<file path="src/rtl/irq_flag_ctrl.sv">
module irq_flag_ctrl #(
  parameter int PULSE_LEN = 8
) (
  input  logic       clk,
  input  logic       rst_n,
  input  logic       wr_en,
  input  logic [7:0] wr_data,
  output logic [7:0] rd_data,
  input  logic       alarm_evt,
  input  logic       timer_evt,
  input  logic       freq_out_active,
  output logic       irq_pull
);
  localparam int CW = $clog2(PULSE_LEN + 1);

  logic          periodic, aflag, tflag, a_en, t_en;
  logic [CW-1:0] pulse_cnt;

  always_ff @(posedge clk or negedge rst_n) begin
    if (!rst_n) begin
      periodic <= 1'b0;
      a_en     <= 1'b0;
      t_en     <= 1'b0;
    end else if (wr_en) begin
      periodic <= wr_data[4];
      a_en     <= wr_data[1];
      t_en     <= wr_data[0];
    end
  end

  always_ff @(posedge clk or negedge rst_n) begin
    if (!rst_n) begin
      aflag <= 1'b0;
      tflag <= 1'b0;
    end else begin
      if (alarm_evt)                 aflag <= 1'b1;
      else if (wr_en && !wr_data[3]) aflag <= 1'b0;
      if (timer_evt)                 tflag <= 1'b1;
      else if (wr_en && !wr_data[2]) tflag <= 1'b0;
    end
  end

  always_ff @(posedge clk or negedge rst_n) begin
    if (!rst_n)                             pulse_cnt <= '0;
    else if (timer_evt && periodic && t_en) pulse_cnt <= CW'(PULSE_LEN);
    else if (pulse_cnt != '0)               pulse_cnt <= pulse_cnt - 1'b1;
  end

  wire alarm_req = aflag && a_en;
  wire level_req = tflag && t_en && !periodic;
  wire pulse_req = (pulse_cnt != '0) && t_en && periodic;

  assign irq_pull = !freq_out_active && (alarm_req || level_req || pulse_req);
  assign rd_data  = {3'b000, periodic, aflag, tflag, a_en, t_en};
endmodule

</file>
<file path="config.mk">
export PLATFORM = sky130hd
export DESIGN_NAME = irq_flag_ctrl
export DESIGN_NICKNAME = d
export VERILOG_FILES = /design/src/rtl/irq_flag_ctrl.sv
export SDC_FILE = /design/constraint.sdc
export NUM_CORES = 1
export LEC_CHECK = 0
export BUFFER_PORTS_ARGS = -buffer_cell sky130_fd_sc_hd__buf_2
export CORE_MARGIN = 5
export CORE_UTILIZATION = 35
export CTS_BUF_LIST = sky130_fd_sc_hd__clkbuf_16
export DETAILED_ROUTE_END_ITERATION = 8
export GPL_ROUTABILITY_DRIVEN = 0
export SETUP_SLACK_MARGIN = 0.05
export SLEW_MARGIN = 5
export SYNTH_ARGS = -nofsm -noshare
export SYNTH_HDL_FRONTEND = slang
export SYNTH_SLANG_ARGS = --single-unit
</file>
<file path="constraint.sdc">
create_clock -name clk -period 2.48 [get_ports clk]
set_input_delay 0.248 -clock clk [delete_from_list [all_inputs] [get_ports clk]]
set_output_delay 0.248 -clock clk [all_outputs]
set_load 0.1 [all_outputs]
</file>
==> metrics, run 1 <==
result of the run=finished clean; pin count of the biggest net entering global routing=10; Total Nets Final=75; Flop pwr share=roughly 29%; sinks on the clock net=9; antenna violation net count after detailed routing=0; setup slack of the worst register-to-register path=between 1 and 1.5 ns; number of buffers created by CTS=3; share of flip-flops with an asynchronous set or reset=100%; Layout Utilization=47.4%; distinct cell type count after synthesis=20; most used cells in the layout excluding fill and tap cells=buf_2 (16), dfrtp_1 (9); total core area=between 1000 and 1500 um^2; CTS tree=built; clock network power share=36.4%; share of layout cells above drive strength 1=33.9%; Fin Setup TNS=0 ns; ys flop type=dfrtp_1; number of iterations in the first detailed-routing pass=2; initial standard-cell utilization of the core=37.0%; final cycle utilization of the critical path=between 70% and 80%; most frequent standard cell in the layout excluding fill and tap cells=buf_2; post-layout worst setup margin=0.497 ns; Cell Pwr Density=around 1200 nW/um^2; Worst Setup Path Type=flop to primary output; Chip Height=47.1 um; element type at the critical path end=primary output; Die W=approximately 47 um; insertion delay to the later sink of the worst-skew pair=between 0.2 and 0.25 ns; Iteration-0 DRC Markers=3; worst IR drop on VDD=0.000659 V; register clock-pin slew on the reported worst setup and hold paths=0.04 ns; Finish-stage setup viols=0; setup repair after global routing missed its margin=no; Arrival @ worst endpoint=1.74 ns; number of antenna violations at the first check in global routing=0; crit path launch type=flop; GRT Util Overall=10.9%; residual DRC count=0; switching portion of total power=between 30% and 40%; cell area after synthesis=a little under 500 um^2; Cell Rows=13; maximum clock insertion buffer count=2; required time at the endpoint of the critical path=~2.2 ns; Tightest Hold Check Type=input pin to flop; via count normalized by instance count=about 4.5; relative area change from synthesis to final layout=28.1%; count of pins on the block boundary=23; number of vias after detailed routing=between 300 and 400; worst slack after detailed placement=0.725 ns; H-Tree Level Count=1; wire length of the first global-routing pass=around 1500 um; Diodes inserted=0; CP max FO=5; number of max-slew violations in the final report=0; sequential fraction of the synthesis area=a little under half; Period minus WS final=1.98 ns; power dissipated by switching net loads=~0.27 mW; total power after layout=between 0.7 and 0.8 mW; placed insts=69; number of synthesized flops with an enable pin=0; CTS root buffer=clkbuf_16; vias in the first global route=around 330; Routed WL per cell=between 10 and 15 um; highest attainable clock frequency=about 0.50 GHz; number of warnings printed during yosys synthesis=0; Clock Skew=slightly above 0.0009 ns; die area=approximately 2200 um^2; Final HPWL DP=between 600 and 700 um; total leakage power=between 0.2 and 0.3 nW; number of instances in the synthesized netlist=44; wire length after detailed routing=between 800 and 900 um; Mean Syn Cell Area=10.9 um^2; number of synthesized register bits=9; quantity of I/O buffers inserted on ports=16; Remaining Overflow, GRT=0; max-cap violations=0; final hold vios=0; combinational fraction of design power=34.3%; P_int=0.495 mW; Post-Layout Cell Count=74
## sequential cells by signal, summed over array words and instances (netlist names)
name / flops
aflag: 1
t_en: 1
tflag: 1
periodic: 1
pulse_cnt: 4
a_en: 1
## per-layer routing
layer	share of wire (%)	wire (um)	track usage, %	vias up
met1	43	376	13.4	145
met4	4.0	35	9.94	0
li1	-	-	-	168
met3	7.2	63	4.98	5
met5	0	0	0	-
met2	46	404	13.8	12
## timing repair
| item | CTS | global route |
|---|---|---|
| endpoints found under the hold margin | 9 | 0 |
| setup buffers | 0 | 0 |
| gates resized for setup | 0 | 0 |
| hold buffers | 1 | 0 |
## final timing paths
check / start / endpoint / cells past startpoint
setup / recovery: pulse_cnt[0]$_DFFE_PN0P_ / irq_pull / 6
hold / removal: alarm_evt / aflag$_DFFE_PN0P_ / 2
setup reg to reg: pulse_cnt[0]$_DFFE_PN0P_ / pulse_cnt[1]$_DFFE_PN0P_ / 5
hold reg to reg: tflag$_DFFE_PN0P_ / tflag$_DFFE_PN0P_ / 1
max in group asynchronous: rst_n / pulse_cnt[2]$_DFFE_PN0P_ / 2
min in group asynchronous: rst_n / periodic$_DFFE_PN0P_ / 2
## metrics by stage
stage / cell area, um^2 / hold WS (ns)
2_1_floorplan: 489 / -0.0476
3_3_place_gp: 528 / 0.111
3_5_place_dp: 528 / 0.113
4_1_cts: 617 / 0.191
5_1_grt: 617 / 0.204
6_report: 617 / 0.191
## cell usage after synthesis (2+ instances only)
cell,instances,area [um^2]
nand2b_1,2,12.5
nor2b_1,2,12.5
a21o_1,2,15.0
buf_4,8,60.1
mux2_1,3,33.8
inv_1,2,7.51
xnor2_1,2,17.5
a21oi_1,2,10.0
dfrtp_1,9,225
nor2_1,2,7.51
## area by class of cell
cell class,instances,area [um^2]
fillers,132,684
flip-flops and latches,9,225
multi-input cells,27,196
repair buffers,17,90.1
clock buffers,3,75.1
well taps,15,18.8
inverters,2,7.51
clock inverters,1,3.75
## power by group through the flow
stage	logic [mW]	registers, mW	clock network, mW
2_1_floorplan	0.238	0.220	0
3_3_place_gp	0.258	0.227	0
3_5_place_dp	0.263	0.227	0
4_1_cts	0.266	0.225	0.287
5_1_grt	0.290	0.230	0.301
6_report	0.262	0.224	0.278
## logic make-up after synthesis
kind of cell | Yosys count | share of synthesized area (%)
other cells | 1 | 0.778
simple gates | 11 | 15.1
xor+xnor | 2 | 3.64
mux | 3 | 7.01
buf+inv | 10 | 14.0
fa+ha+maj | 1 | 2.60
compound gates | 7 | 10.1
flops | 9 | 46.8
## critical path, cell delays in order (launching register included)
cell	delay (ns)
dfrtp_1	0.33
inv_1	0.06
ha_1	0.23
nor3b_4	0.18
a21oi_1	0.15
o2bb2ai_1	0.11
buf_2	0.44
Note: power is estimated with default switching activity, not from simulation.
==> run 2, diff against run 1 <==
Settings changed: ABC_AREA set to 1.
Clock period 2.48 ns to 1.7 ns, I/O delays scaled along.
==> run 2 against run 1 <==
Wire length increased by 17%. Clock power is 45% higher. Sequential power rose by 47%. Synthesized cell count is 48% higher. Register-to-register slack got worse by 0.63 ns. Cell area increased by 11%. Worst setup slack got worse by 0.35 ns. Clock skew grew 0.00086 ns.
==> metrics, run 2 <==
setup repair after global routing missed its margin=no; Finish-stage setup viols=0; CTS tree=built; Cell Pwr Density=between 1500 and 2000 nW/um^2; insertion delay to the later sink of the worst-skew pair=roughly 0.23 ns; Cell Rows=13; via count normalized by instance count=roughly 4.6; final hold vios=0; Clock Skew=0.00178 ns; power dissipated by switching net loads=0.442 mW; worst hold margin=roughly 0.12 ns; result of the run=finished clean; vias in the first global route=about 410; wire length after detailed routing=~1000 um; highest attainable clock frequency=~0.64 GHz; Remaining Overflow, GRT=0; number of synthesized register bits=9; worst IR drop on VDD=~0.0011 V; Iteration-0 DRC Markers=6; Worst Setup Path Type=flop to primary output; Total Nets Final=97; max-cap violations=0; GRT Util Overall=about a tenth; element type at the critical path end=primary output; Die W=~48 um; flip-flop count of the largest register, all copies and words added=4; pin count of the biggest net entering global routing=10; Diodes inserted=0; Arrival @ worst endpoint=roughly 1.4 ns; maximum clock insertion buffer count=2; CTS root buffer=clkbuf_16; post-layout worst setup margin=between 0.1 and 0.15 ns; most used cells in the layout excluding fill and tap cells=nand2_1 (18), buf_2 (15), inv_1 (9), dfrtp_1 (9); ys flop type=dfrtp_1; number of buffers created by CTS=3; most numerous cell in the Yosys netlist=nand2_1; clock network power share=about a third; number of fillers in the final layout=about 140; Final HPWL DP=slightly below 800 um; number of instances in the synthesized netlist=65; combinational fraction of design power=38.1%; most used standard cells in the synthesized netlist=nand2_1 (19), dfrtp_1 (9), buf_4 (8), inv_1 (8); number of antenna violations at the first check in global routing=0; Post-Layout Cell Count=between 90 and 100; relative area change from synthesis to final layout=34.2%; Chip Height=just under 50 um; wire length of the first global-routing pass=1660 um; P_int=~0.74 mW; register clock-pin slew on the reported worst setup and hold paths=roughly 0.04 ns; share of flip-flops with an asynchronous set or reset=100%; Period minus WS final=~1.6 ns; CP max FO=3; number of vias after detailed routing=~450; Flop pwr share=27.9%; reg2reg path depth=6; Fin Setup TNS=0 ns; required time at the endpoint of the critical path=between 1.5 and 2 ns; placed insts=90; crit path launch type=flop; die area=~2300 um^2; Mean Syn Cell Area=~7.8 um^2; sinks on the clock net=9; number of max-slew violations in the final report=0; antenna violation net count after detailed routing=0; Tightest Hold Check Type=input pin to flop; final standard cell area without fillers=682 um^2; count of pins on the block boundary=23; quantity of I/O buffers inserted on ports=16; switching portion of total power=roughly 37%; cell types with the largest area share after synthesis=dfrtp_1 (44%), nand2_1 (14%), buf_4 (12%), inv_1 (5.9%), nand3_1 (3.9%); sequential fraction of the synthesis area=roughly 44%; total core area=1330 um^2; worst slack after detailed placement=~0.3 ns; count of cells along the worst hold path=3; final cycle utilization of the critical path=91.6%; residual DRC count=0; Routed WL per cell=roughly 11 um; number of synthesized flops with an enable pin=0; total leakage power=0.372 nW; number of warnings printed during yosys synthesis=0; distinct cell type count after synthesis=17; H-Tree Level Count=1; cell type contributing the most total cell area after synthesis=dfrtp_1; most frequent standard cell in the layout excluding fill and tap cells=nand2_1; placed standard-cell area=581 um^2; most flop-heavy register=pulse_cnt; cell area after synthesis=508 um^2; fraction of post-synthesis cell area in the top cell type by area=44.3%; initial standard-cell utilization of the core=a little under two fifths; number of iterations in the first detailed-routing pass=4; share of layout cells above drive strength 1=a little over a third
[run 2: cells by family (layout without fill, tap and decap cells)]
logic type                 count (synthesis)  count (layout)  synth area share (%)
AOI/OAI and AO/OA                          6               6                  8.13
other                                      1               3                 0.738
buffers and inverters                     17              31                  18.5
DFF                                        9               9                  44.3
adders and majority gates                  1               1                  2.46
and+or+nand+nor                           31              31                  25.9
[run 2: final cells by class]
class | instances | area, um^2 | area share, %
clock inverter | 1 | 3.75 | 0.550
timing repair buffer | 18 | 113 | 16.5
sequential | 9 | 225 | 33.0
clock buffer | 3 | 75.1 | 11.0
multi-input combinational | 41 | 213 | 31.2
inverter | 9 | 33.8 | 4.95
tap | 15 | 18.8 | 2.75
[run 2: per-stage QoR]
| step | utilization (%) | total power [mW] |
|---|---|---|
| 2_1_floorplan | - | 0.681 |
| 3_3_place_gp | 43.5 | 0.733 |
| 3_5_place_dp | 43.5 | 0.747 |
| 4_1_cts | 50.2 | 1.16 |
| 5_1_grt | 51.1 | 1.25 |
| 6_report | 51.1 | 1.18 |
[run 2: routing by layer]
layer,global-route usage [%],share of wire [%],vias to the layer above
met1,11.6,39,202
met4,4.84,2.0,0
met2,18.7,50,20
li1,-,-,221
met5,0,0,-
met3,3.32,8.0,2
[run 2: worst paths after layout]
kind,slack (ns),to,startpoint
max,0.14,irq_pull,pulse_cnt[0]$_DFFE_PN0P_
min,0.12,aflag$_DFFE_PN0P_,alarm_evt
max reg2reg,0.54,pulse_cnt[1]$_DFFE_PN0P_,pulse_cnt[0]$_DFFE_PN0P_
min reg2reg,0.48,pulse_cnt[0]$_DFFE_PN0P_,pulse_cnt[0]$_DFFE_PN0P_
max in group asynchronous,1.19,pulse_cnt[3]$_DFFE_PN0P_,rst_n
min in group asynchronous,0.33,t_en$_DFFE_PN0P_,rst_n
[run 2: power groups by stage]
stage	logic [mW]	clock network [mW]	registers, mW
floorplan	0.361	0	0.320
global placement	0.404	0	0.329
detailed placement	0.416	0	0.331
CTS	0.425	0.406	0.328
global route	0.493	0.419	0.336
finish	0.451	0.402	0.330
[run 2: critical path, stage by stage, from the launching register on]
cell and delay, ns:
dfrtp_1 0.37, inv_1 0.09, ha_2 0.20, nand2_2 0.08, nand2_1 0.08, a21oi_4 0.14, buf_12 0.18
[run 2: what timing repair did]
item / 4_1_cts / 5_1_grt
endpoints found under the setup margin: 0 / 1
setup buffers: 0 / 1
hold endpoints to repair: 9 / 0
gates resized for setup: 0 / 2
hold buffers: 1 / 0
